--- config.mk ---
export PLATFORM = sky130hd
export DESIGN_NAME = nor_cmd_decoder
export DESIGN_NICKNAME = d
export VERILOG_FILES = /design/src/rtl/nor_cmd_pkg.sv /design/src/rtl/nor_wr_capture.sv /design/src/rtl/nor_id_mux.sv /design/src/rtl/nor_cmd_fsm.sv /design/src/rtl/nor_cmd_decoder.sv
export SDC_FILE = /design/constraint.sdc
export NUM_CORES = 1
export LEC_CHECK = 0
export BUFFER_PORTS_ARGS = -buffer_cell sky130_fd_sc_hd__buf_4
export CAP_MARGIN = 25
export CORE_MARGIN = 8
export CORE_UTILIZATION = 55
export DETAILED_ROUTE_END_ITERATION = 12
export HOLD_SLACK_MARGIN = 0.06
export PLACE_DENSITY_LB_ADDON = 0.1
export SLEW_MARGIN = 20
export SYNTH_ARGS = -nofsm -noshare
export SYNTH_HDL_FRONTEND = slang
export SYNTH_SLANG_ARGS = --single-unit
--- constraint.sdc ---
create_clock -name clk -period 3.96 [get_ports clk]
set_input_delay 0.594 -clock clk [delete_from_list [all_inputs] [get_ports clk]]
set_output_delay 0.594 -clock clk [all_outputs]
set_load 0.01 [all_outputs]
--- src/rtl/nor_cmd_pkg.sv ---
package nor_cmd_pkg;

    typedef enum logic [3:0] {
        ST_READ,
        ST_UL1,
        ST_UL2,
        ST_PGM,
        ST_ERS,
        ST_EUL1,
        ST_EUL2,
        ST_AUTO,
        ST_BYP,
        ST_BPGM,
        ST_BRST
    } dec_state_t;

    typedef enum logic [1:0] {
        OP_NONE  = 2'b00,
        OP_PGM   = 2'b01,
        OP_CHIP  = 2'b10,
        OP_SECT  = 2'b11
    } op_code_t;

    localparam logic [7:0] CMD_UNLOCK_A = 8'hAA;
    localparam logic [7:0] CMD_UNLOCK_B = 8'h55;
    localparam logic [7:0] CMD_PROGRAM  = 8'hA0;
    localparam logic [7:0] CMD_ERASE    = 8'h80;
    localparam logic [7:0] CMD_CHIP     = 8'h10;
    localparam logic [7:0] CMD_SECTOR   = 8'h30;
    localparam logic [7:0] CMD_AUTOSEL  = 8'h90;
    localparam logic [7:0] CMD_BYPASS   = 8'h20;
    localparam logic [7:0] CMD_RESET    = 8'hF0;
    localparam logic [7:0] CMD_BYP_EXIT = 8'h00;

    localparam logic [10:0] UNLOCK_ADDR_A = 11'h555;
    localparam logic [10:0] UNLOCK_ADDR_B = 11'h2AA;

    localparam logic [7:0] MANUF_CODE = 8'h37;
    localparam logic [7:0] CONT_CODE  = 8'h7F;

endpackage

--- src/rtl/nor_wr_capture.sv ---
module nor_wr_capture #(
    parameter int ADDR_W = 20,
    parameter int DATA_W = 8
) (
    input  logic              clk,
    input  logic              rst_n,
    input  logic              ce_n,
    input  logic              we_n,
    input  logic              oe_n,
    input  logic [ADDR_W-1:0] addr,
    input  logic [DATA_W-1:0] wdata,
    output logic              wr_stb,
    output logic [ADDR_W-1:0] acc_addr,
    output logic [DATA_W-1:0] acc_data
);

    logic wr_open;
    logic wr_open_q;

    // A write is open only while both strobes are low and outputs are off.
    assign wr_open = ~ce_n & ~we_n & oe_n;

    always_ff @(posedge clk) begin
        if (!rst_n) begin
            wr_open_q <= 1'b0;
            acc_addr  <= '0;
            acc_data  <= '0;
        end else begin
            wr_open_q <= wr_open;
            // Address: the later of the two falling edges opens the cycle.
            if (wr_open && !wr_open_q) begin
                acc_addr <= addr;
            end
            // Data: keep following the bus until the first strobe rises.
            if (wr_open) begin
                acc_data <= wdata;
            end
        end
    end

    assign wr_stb = wr_open_q & ~wr_open;

endmodule

--- src/rtl/nor_id_mux.sv ---
module nor_id_mux #(
    parameter int ADDR_W = 20,
    parameter int DATA_W = 8,
    parameter int SECT_W = 4,
    parameter int OFS_W  = 8,
    parameter logic [DATA_W-1:0] DEV_ID = 8'h1A,
    localparam int NSECT = 1 << SECT_W
) (
    input  logic              in_auto,
    input  logic              ce_n,
    input  logic              oe_n,
    input  logic [ADDR_W-1:0] addr,
    input  logic [NSECT-1:0]  prot_map,
    output logic              id_valid,
    output logic [DATA_W-1:0] id_data
);
    import nor_cmd_pkg::*;

    logic [SECT_W-1:0] sect_idx;
    logic [OFS_W-1:0]  ofs;

    assign sect_idx = addr[ADDR_W-1 -: SECT_W];
    assign ofs      = addr[OFS_W-1:0];

    always_comb begin
        id_valid = in_auto & ~ce_n & ~oe_n;
        id_data  = '0;
        if (id_valid) begin
            unique case (ofs)
                OFS_W'(0): id_data = DATA_W'(MANUF_CODE);
                OFS_W'(1): id_data = DEV_ID;
                OFS_W'(2): id_data = DATA_W'(prot_map[sect_idx]);
                OFS_W'(3): id_data = DATA_W'(CONT_CODE);
                default:   id_data = '0;
            endcase
        end
    end

endmodule

--- src/rtl/nor_cmd_fsm.sv ---
module nor_cmd_fsm #(
    parameter int ADDR_W = 20,
    parameter int DATA_W = 8
) (
    input  logic                    clk,
    input  logic                    rst_n,
    input  logic                    wr_stb,
    input  logic [ADDR_W-1:0]       acc_addr,
    input  logic [DATA_W-1:0]       acc_data,
    input  logic                    busy,
    output nor_cmd_pkg::dec_state_t state_o,
    output logic                    start,
    output nor_cmd_pkg::op_code_t   start_op,
    output logic [ADDR_W-1:0]       start_addr,
    output logic [DATA_W-1:0]       start_data
);
    import nor_cmd_pkg::*;

    dec_state_t state_q;
    dec_state_t state_nxt;
    op_code_t   op_nxt;
    logic       take;
    logic       at_a;
    logic       at_b;
    logic [7:0] cmd;

    assign take = wr_stb & ~busy;
    assign at_a = (acc_addr[10:0] == UNLOCK_ADDR_A);
    assign at_b = (acc_addr[10:0] == UNLOCK_ADDR_B);
    assign cmd  = acc_data[7:0];

    // Next state and requested operation.
    always_comb begin
        state_nxt = state_q;
        op_nxt    = OP_NONE;
        if (take) begin
            unique case (state_q)
                ST_READ: begin
                    if (at_a && cmd == CMD_UNLOCK_A) state_nxt = ST_UL1;
                end
                ST_UL1: begin
                    if (at_b && cmd == CMD_UNLOCK_B) state_nxt = ST_UL2;
                    else                             state_nxt = ST_READ;
                end
                ST_UL2: begin
                    if (at_a && cmd == CMD_PROGRAM)      state_nxt = ST_PGM;
                    else if (at_a && cmd == CMD_ERASE)   state_nxt = ST_ERS;
                    else if (at_a && cmd == CMD_AUTOSEL) state_nxt = ST_AUTO;
                    else if (at_a && cmd == CMD_BYPASS)  state_nxt = ST_BYP;
                    else                                 state_nxt = ST_READ;
                end
                ST_PGM: begin
                    op_nxt    = OP_PGM;
                    state_nxt = ST_READ;
                end
                ST_ERS: begin
                    if (at_a && cmd == CMD_UNLOCK_A) state_nxt = ST_EUL1;
                    else                             state_nxt = ST_READ;
                end
                ST_EUL1: begin
                    if (at_b && cmd == CMD_UNLOCK_B) state_nxt = ST_EUL2;
                    else                             state_nxt = ST_READ;
                end
                ST_EUL2: begin
                    if (at_a && cmd == CMD_CHIP)  op_nxt = OP_CHIP;
                    else if (cmd == CMD_SECTOR)   op_nxt = OP_SECT;
                    state_nxt = ST_READ;
                end
                ST_AUTO: begin
                    if (cmd == CMD_RESET) state_nxt = ST_READ;
                end
                ST_BYP: begin
                    if (cmd == CMD_PROGRAM)      state_nxt = ST_BPGM;
                    else if (cmd == CMD_AUTOSEL) state_nxt = ST_BRST;
                end
                ST_BPGM: begin
                    op_nxt    = OP_PGM;
                    state_nxt = ST_BYP;
                end
                ST_BRST: begin
                    if (cmd == CMD_BYP_EXIT) state_nxt = ST_READ;
                    else                     state_nxt = ST_BYP;
                end
                default: state_nxt = ST_READ;
            endcase
        end
    end

    // State register.
    always_ff @(posedge clk) begin
        if (!rst_n) state_q <= ST_READ;
        else        state_q <= state_nxt;
    end

    // Output register: start request and its fields.
    always_ff @(posedge clk) begin
        if (!rst_n) begin
            start      <= 1'b0;
            start_op   <= OP_NONE;
            start_addr <= '0;
            start_data <= '0;
        end else begin
            start <= (op_nxt != OP_NONE);
            if (op_nxt != OP_NONE) begin
                start_op   <= op_nxt;
                start_addr <= acc_addr;
                start_data <= acc_data;
            end
        end
    end

    assign state_o = state_q;

endmodule

--- src/rtl/nor_cmd_decoder.sv ---
module nor_cmd_decoder #(
    parameter int ADDR_W = 20,
    parameter int DATA_W = 8,
    parameter int SECT_W = 4,
    parameter logic [7:0] DEV_ID = 8'h1A,
    localparam int NSECT = 1 << SECT_W
) (
    input  logic              clk,
    input  logic              rst_n,
    input  logic              ce_n,
    input  logic              we_n,
    input  logic              oe_n,
    input  logic [ADDR_W-1:0] addr,
    input  logic [DATA_W-1:0] wdata,
    input  logic              busy,
    input  logic [NSECT-1:0]  prot_map,
    output logic              start,
    output logic [1:0]        start_op,
    output logic [ADDR_W-1:0] start_addr,
    output logic [DATA_W-1:0] start_data,
    output logic              id_valid,
    output logic [DATA_W-1:0] id_data
);
    import nor_cmd_pkg::*;

    logic              wr_stb;
    logic [ADDR_W-1:0] acc_addr;
    logic [DATA_W-1:0] acc_data;
    dec_state_t        state;
    op_code_t          op_q;

    nor_wr_capture #(.ADDR_W(ADDR_W), .DATA_W(DATA_W)) u_cap (
        .clk      (clk),
        .rst_n    (rst_n),
        .ce_n     (ce_n),
        .we_n     (we_n),
        .oe_n     (oe_n),
        .addr     (addr),
        .wdata    (wdata),
        .wr_stb   (wr_stb),
        .acc_addr (acc_addr),
        .acc_data (acc_data)
    );

    nor_cmd_fsm #(.ADDR_W(ADDR_W), .DATA_W(DATA_W)) u_fsm (
        .clk        (clk),
        .rst_n      (rst_n),
        .wr_stb     (wr_stb),
        .acc_addr   (acc_addr),
        .acc_data   (acc_data),
        .busy       (busy),
        .state_o    (state),
        .start      (start),
        .start_op   (op_q),
        .start_addr (start_addr),
        .start_data (start_data)
    );

    assign start_op = op_q;

    nor_id_mux #(
        .ADDR_W (ADDR_W),
        .DATA_W (DATA_W),
        .SECT_W (SECT_W),
        .OFS_W  (8),
        .DEV_ID (DATA_W'(DEV_ID))
    ) u_id (
        .in_auto  (state == ST_AUTO),
        .ce_n     (ce_n),
        .oe_n     (oe_n),
        .addr     (addr),
        .prot_map (prot_map),
        .id_valid (id_valid),
        .id_data  (id_data)
    );

endmodule

==> impl_results.md, run 1 <==
- Slew HR: 36.24%
- Pre-CTS setup slack: 1.133 ns
- Pwr dens: 332.0 nW/µm²
- Largest net degree at the start of global routing: 66
- Fmax: 0.3542 GHz
- Worst min-delay path class: reg2reg
- Cell Area, Synth: 3020 µm²
- Number of diodes: 0
- Synth cell count leaders: nand2_1 (103), dfxtp_1 (64), mux2i_1 (36)
- Syn Area/Cell: 8.460 µm²
- Cts bufs inserted: 9
- Kind of critical path: reg2out
- WHS Path Cells: 2
- Via count: 2,718
- Via-to-Cell Ratio: 5.340
- Starting Density: 55.88%
- Hold EP: u_cap.acc_addr[13]
- H-tree level count: 3
- Clock Sinks: 64
- Final Worst Setup Slack: 1.136 ns
- Leading area contributor after synthesis: dfxtp_1
- DRC: 0
- Placer congestion estimate: 0.8515
- # IOs: 90
- Synth warnings: 0
- DP Area: 3666 µm²
- Fin. max-slew vios: 0
- Int Power: 0.9548 mW
- Fill cells: 438
- Reg power frac: 52.0%
- Hold Startpoint: u_cap.acc_addr[13]
- Most frequent cell after synthesis: nand2_1
- DR WL/cell: 15.57 µm
- Comb pwr share: 8.4%
- Number of global-route vias before repair: 2,777
- # rows: 27
- Top cell type's share of synthesized area: 42.42%
- Yosys cell types: 47
- Layout area overhead: 27.67%
- GRT Overall Usage: 19.23%
- Post-cts sizing count: 0
- Fin crit share: 71.30%
- Post-synth EDFFs: 0
- Post-route cell area: 3856 µm²
- Pwr Total: 1.280 mW
- Die H: 90.11 µm
- Clk slew on worst S/H paths: 0.07 ns
- Switch share: 25.42%
- Total gr overflow: 0
- Slew at the pin closest to its max-slew limit: 0.9554 ns
- Crit. End Element: output pin
- First-pass GRT wire length: 12,880 µm
- Worst Clk Skew: 0.006963 ns
- Crit path launch type: register
- Worst-case reg-to-reg path depth: 6
- Final setup TNS: 0 ns
- Unrepaired setup endpoints after global routing: false
- Layout cells sized above 1: 27.46%
- Root Driver: clkbuf_8
- Seq/Total Area, Yosys: 42.42%
- IO buf count: 88
- WP data required: 3.37 ns
- Max rail drop VDD: 0.2462 mV
- Core Box Area: 5405 µm²
- Chip width: 90.11 µm
- DR pass1 iterations: 5
- Reg2reg setup slack: 1.26 ns
- Register bit total from synthesis: 64
- Critical Path Fanout Max: 10
- CTS tree: done
- Ranking of synthesized cells by area: dfxtp_1 (42%), nand2_1 (13%), mux2i_1 (12%)
- Final std cells w/o fill: 509
- Fraction of registers with async set/reset: 0%
- Core Util, Final: 71.34%
- Initial drt markers: 160
- Placed insts: 492
- Final setup fails: 0
- Hold_ws: 0.4580 ns
- Status: finished clean
- Max-Cap Viols: 0
- Clock power frac: 39.6%
- Reg2reg start: u_cap.acc_data[0]
- Arr. time, crit path: 2.23 ns
- Initial antenna violation count: 0
- Final Routed Wirelength: 7926 µm
- Skew-Pair Late Insertion Delay: 0.35 ns
- Leakage power: 1.449 nW
- Post-DP HPWL: 5759 µm
- Post CTS Setup Buffer Count: 0
- Final Critical Period: 2.824 ns
- ANT nets after route: 0
- Final layout net count: 482
- Psw: 0.3255 mW
- Die area: 8119 µm²
- Hold Violations, Final: 0
- Cells after Synth: 357
- Hold Buf Count CTS: 0
- Primary FF master, synth: dfxtp_1
- Syn_nets: 407
- Clock buffer depth: 2
- Worst R2R End: u_fsm.start_addr[6]
-- worst max-delay path by stage --
stage | from | end | slack (ns)
after detailed placement | oe_n | u_fsm.start_addr[6] | 1.13
after floorplan | addr[16] | id_data[0] | 1.37
after CTS | u_fsm.state_o[3] | id_data[6] | 1.19
after global placement | oe_n | u_fsm.start_addr[4] | 1.21
after global routing | u_fsm.state_o[0] | id_data[6] | 1.09
final | u_fsm.state_o[2] | id_data[6] | 1.14
-- critical path, stage by stage, from the launching register on --
cell and delay (ns):
dfxtp_1 0.54, nand4b_1 0.21, nor3_1 0.41, nand3_1 0.28, nor2_1 0.19, and2_1 0.14
buf_4 0.12
-- routing by layer --
metal | GRT usage, % | part of all wire, %
met4 | 6.657 | 0.73
met1 | 22.14 | 44
met3 | 6.983 | 7.0
met2 | 32.09 | 49
met5 | 0 | 0
-- registers in the layout, summed over array words and instances (netlist names) --
register          flops
u_cap.acc_addr       20
u_fsm.start_addr     20
u_cap.acc_data        8
u_fsm.start_data      8
u_fsm.state_o         4
u_fsm.start_op        2
u_cap.wr_open_q       1
u_fsm.start           1
-- power by group through the flow --
stage                     combinational [mW]  clock, mW  sequential, mW
after detailed placement               0.107          0           0.680
after floorplan                       0.0594          0           0.674
after CTS                              0.108      0.513           0.665
after global placement                 0.105          0           0.680
final                                  0.107      0.507           0.666
after global routing                   0.118      0.544           0.667
-- cells in the final DEF (no fill, tap or decap), drive strengths merged, types with 5 or more instances in the layout --
cell,instances
nand2,103
buf,92
dfxtp,64
mux2i,36
a21oi,28
nor2,13
clkbuf,10
nor3,9
o21ai,6
mux4,5
nand3,5
nor4,5
-- kinds of logic after synthesis --
logic type | share of synthesized area [%]
buffers and inverters | 5.136
muxes | 15.66
other | 0.1242
DFF | 42.42
AOI/OAI and AO/OA | 8.907
and+or+nand+nor | 27.17
xor gates and xnor gates | 0.5801
-- cell type report --
class                      count  area, µm²  area share [%]
clock buffer                  10      137.6           3.569
clock inverter                 6      45.04           1.168
inverter                       4      15.01          0.3894
multi-input combinational    261       1597           41.40
sequential                    64       1281           33.23
tap                           72      90.09           2.336
timing repair buffer          92      690.7           17.91
Note: power is estimated with default switching activity, not from simulation.
==> run 2: changes to the inputs <==
--- a/config.mk
+++ b/config.mk
@@ -8,7 +8,7 @@
 export BUFFER_PORTS_ARGS = -buffer_cell sky130_fd_sc_hd__buf_4
 export CAP_MARGIN = 25
 export CORE_MARGIN = 8
-export CORE_UTILIZATION = 55
+export CORE_UTILIZATION = 46
 export DETAILED_ROUTE_END_ITERATION = 12
 export HOLD_SLACK_MARGIN = 0.06
 export PLACE_DENSITY_LB_ADDON = 0.1
==> constraint.sdc (replaced) <==
create_clock -name clk -period 2.3 [get_ports clk]
set_input_delay 0.345 -clock clk [delete_from_list [all_inputs] [get_ports clk]]
set_output_delay 0.345 -clock clk [all_outputs]
set_load 0.01 [all_outputs]
==> impl_results.md, run 2 (synthesized netlist as in run 1, its figures left out) <==
- Status: finished clean (unchanged)
- Clock buffer depth: 2 (unchanged)
- Slew HR: 46.77% (was 36.24%)
- Final Worst Setup Slack: 0.1647 ns (was 1.136 ns)
- Initial drt markers: 109 (was 160)
- Crit. End Element: output pin (unchanged)
- Max rail drop VDD: 0.3849 mV (was 0.2462 mV)
- DR pass1 iterations: 4 (was 5)
- Pre-CTS setup slack: 0.2266 ns (was 1.133 ns)
- Fin. max-slew vios: 0 (unchanged)
- Starting Density: 47.57% (was 55.88%)
- WP data required: 1.96 ns (was 3.37 ns)
- Kind of critical path: reg2out (unchanged)
- Final Critical Period: 2.135 ns
- Final setup fails: 0 (unchanged)
- Root Driver: clkbuf_8 (unchanged)
- Final setup TNS: 0 ns (unchanged)
- Number of global-route vias before repair: 2,883 (was 2,777)
- Critical Path Fanout Max: 4 (was 10)
- CTS tree: done (unchanged)
- Clock Sinks: 64 (unchanged)
- Placed insts: 509 (was 492)
- Layout cells sized above 1: 29.08% (was 27.46%)
- Worst Clk Skew: 0.007813 ns (was 0.006963 ns)
- Initial antenna violation count: 0 (unchanged)
- Unrepaired setup endpoints after global routing: false (unchanged)
- Cts bufs inserted: 9 (unchanged)
- GRT Overall Usage: 17.74% (was 19.23%)
- Fill cells: 586 (was 438)
- Leakage power: 1.537 nW (was 1.449 nW)
- Max-Cap Viols: 0 (unchanged)
- Pwr dens: 607.3 nW/µm² (was 332.0 nW/µm²)
- First-pass GRT wire length: 13,810 µm (was 12,880 µm)
- Placer congestion estimate: 0.8777 (was 0.8515)
- Chip width: 97.03 µm (was 90.11 µm)
- Via-to-Cell Ratio: 5.311 (was 5.340)
- Most frequent cells in the layout: nand2_1 (103), buf_4 (102), dfxtp_1 (64) (was nand2_1 (103), buf_4 (92), dfxtp_1 (64))
- Skew-Pair Late Insertion Delay: 0.34 ns (was 0.35 ns)
- # IOs: 90 (unchanged)
- DP Area: 3775 µm² (was 3666 µm²)
- Biggest regs: u_cap.acc_addr (20), u_fsm.start_addr (20) (unchanged)
- Final Routed Wirelength: 8176 µm (was 7926 µm)
- Post-route cell area: 3998 µm² (was 3856 µm²)
- Final layout net count: 493 (was 482)
- Clk slew on worst S/H paths: 0.07 ns (about the same)
- IO buf count: 88 (unchanged)
- Final std cells w/o fill: 524 (was 509)
- DR WL/cell: 15.60 µm (was 15.57 µm)
- Layout area overhead: 32.35% (was 27.67%)
- Most common cell after layout, fill and taps aside: nand2_1 (unchanged)
- Total gr overflow: 0 (unchanged)
- # rows: 29 (was 27)
- Fin crit share: 92.84%
- Largest net degree at the start of global routing: 37 (was 66)
- ANT nets after route: 0 (unchanged)
- Arr. time, crit path: 1.79 ns (was 2.23 ns)
- Via count: 2,783 (was 2,718)
- Worst min-delay path class: in2reg (was reg2reg)
- Hold Violations, Final: 0 (unchanged)
- Die area: 9415 µm² (was 8119 µm²)
- Crit path launch type: register (unchanged)
- H-tree level count: 3 (unchanged)
- DRC: 0 (unchanged)
- Number of diodes: 0 (unchanged)
- Fmax: 0.4683 GHz
- Post-DP HPWL: 6110 µm (was 5759 µm)
- Die H: 97.03 µm (was 90.11 µm)
- Core Box Area: 6350 µm² (was 5405 µm²)
- Slew at the pin closest to its max-slew limit: 0.7984 ns (was 0.9554 ns)
run 2: cell count changes in the layout (fill, tap and decap cells not counted), sizes merged:
cell	change
clkinvlp	-3
clkinv	-2
bufinv	+2
clkbuf	+2
buf	+11
run 2: metal layers:
metal | vias to the layer above | wire, µm | global-route usage [%]
li1 | 1397 | - | -
met2 | 80 | 3929 | 28.33
met3 | 7 | 635 | 8.606
met1 | 1299 | 3551 | 20.42
met4 | 0 | 60 | 5.207
met5 | - | 0 | 0
run 2: report_power, final:
group          switching (mW)  internal, mW  leakage [nW]
clock network           0.427         0.662         0.112
registers              0.0177          1.12         0.517
logic                  0.0910         0.105         0.907
total                   0.535          1.89          1.54
run 2: final timing paths:
check	depth (start not counted)	start	slack [ns]	endpoint
worst max-delay path	6	u_fsm.state_o[3]	0.16	id_data[1]
worst min register to register	2	u_cap.acc_addr[13]	0.45	u_fsm.start_addr[13]
worst max register to register	6	u_cap.acc_data[0]	0.23	u_fsm.start_addr[1]
worst min-delay path	3	wdata[5]	0.24	u_cap.acc_data[5]
run 2: through the flow:
stage,hold slack (ns),util [%],total power [mW]
final,0.2393,62.96,2.428
after global routing,0.2216,62.96,2.530
after CTS,0.2247,62.92,2.449
after detailed placement,0.4471,59.45,1.365
after global placement,0.4424,59.45,1.362
after floorplan,0.4366,-,1.263
run 2: area by class of cell:
type                    count  area [µm²]  area share, %
clock buffers              12       155.1          3.881
clock inverters             3       65.06          1.628
inverters                   4       15.01         0.3756
multi-input cells         261        1599          40.00
flip-flops and latches     64        1281          32.05
well taps                  77       96.34          2.410
repair buffers            103       785.8          19.66
run 2: repair_timing:
action	4_1_cts	5_1_grt
hold endpoints to repair	0	0
setup buffers	0	0
gates resized for setup	0	1
hold buffers	0	0
endpoints found under the setup margin	0	1
run 2: worst max-delay path, cell delays in order (launching register included):
cell and delay, ns:
dfxtp_1 0.31, nand4b_1 0.22, nor3_1 0.17, buf_4 0.16, nand3_1 0.16, a21oi_1 0.26, buf_4 0.17
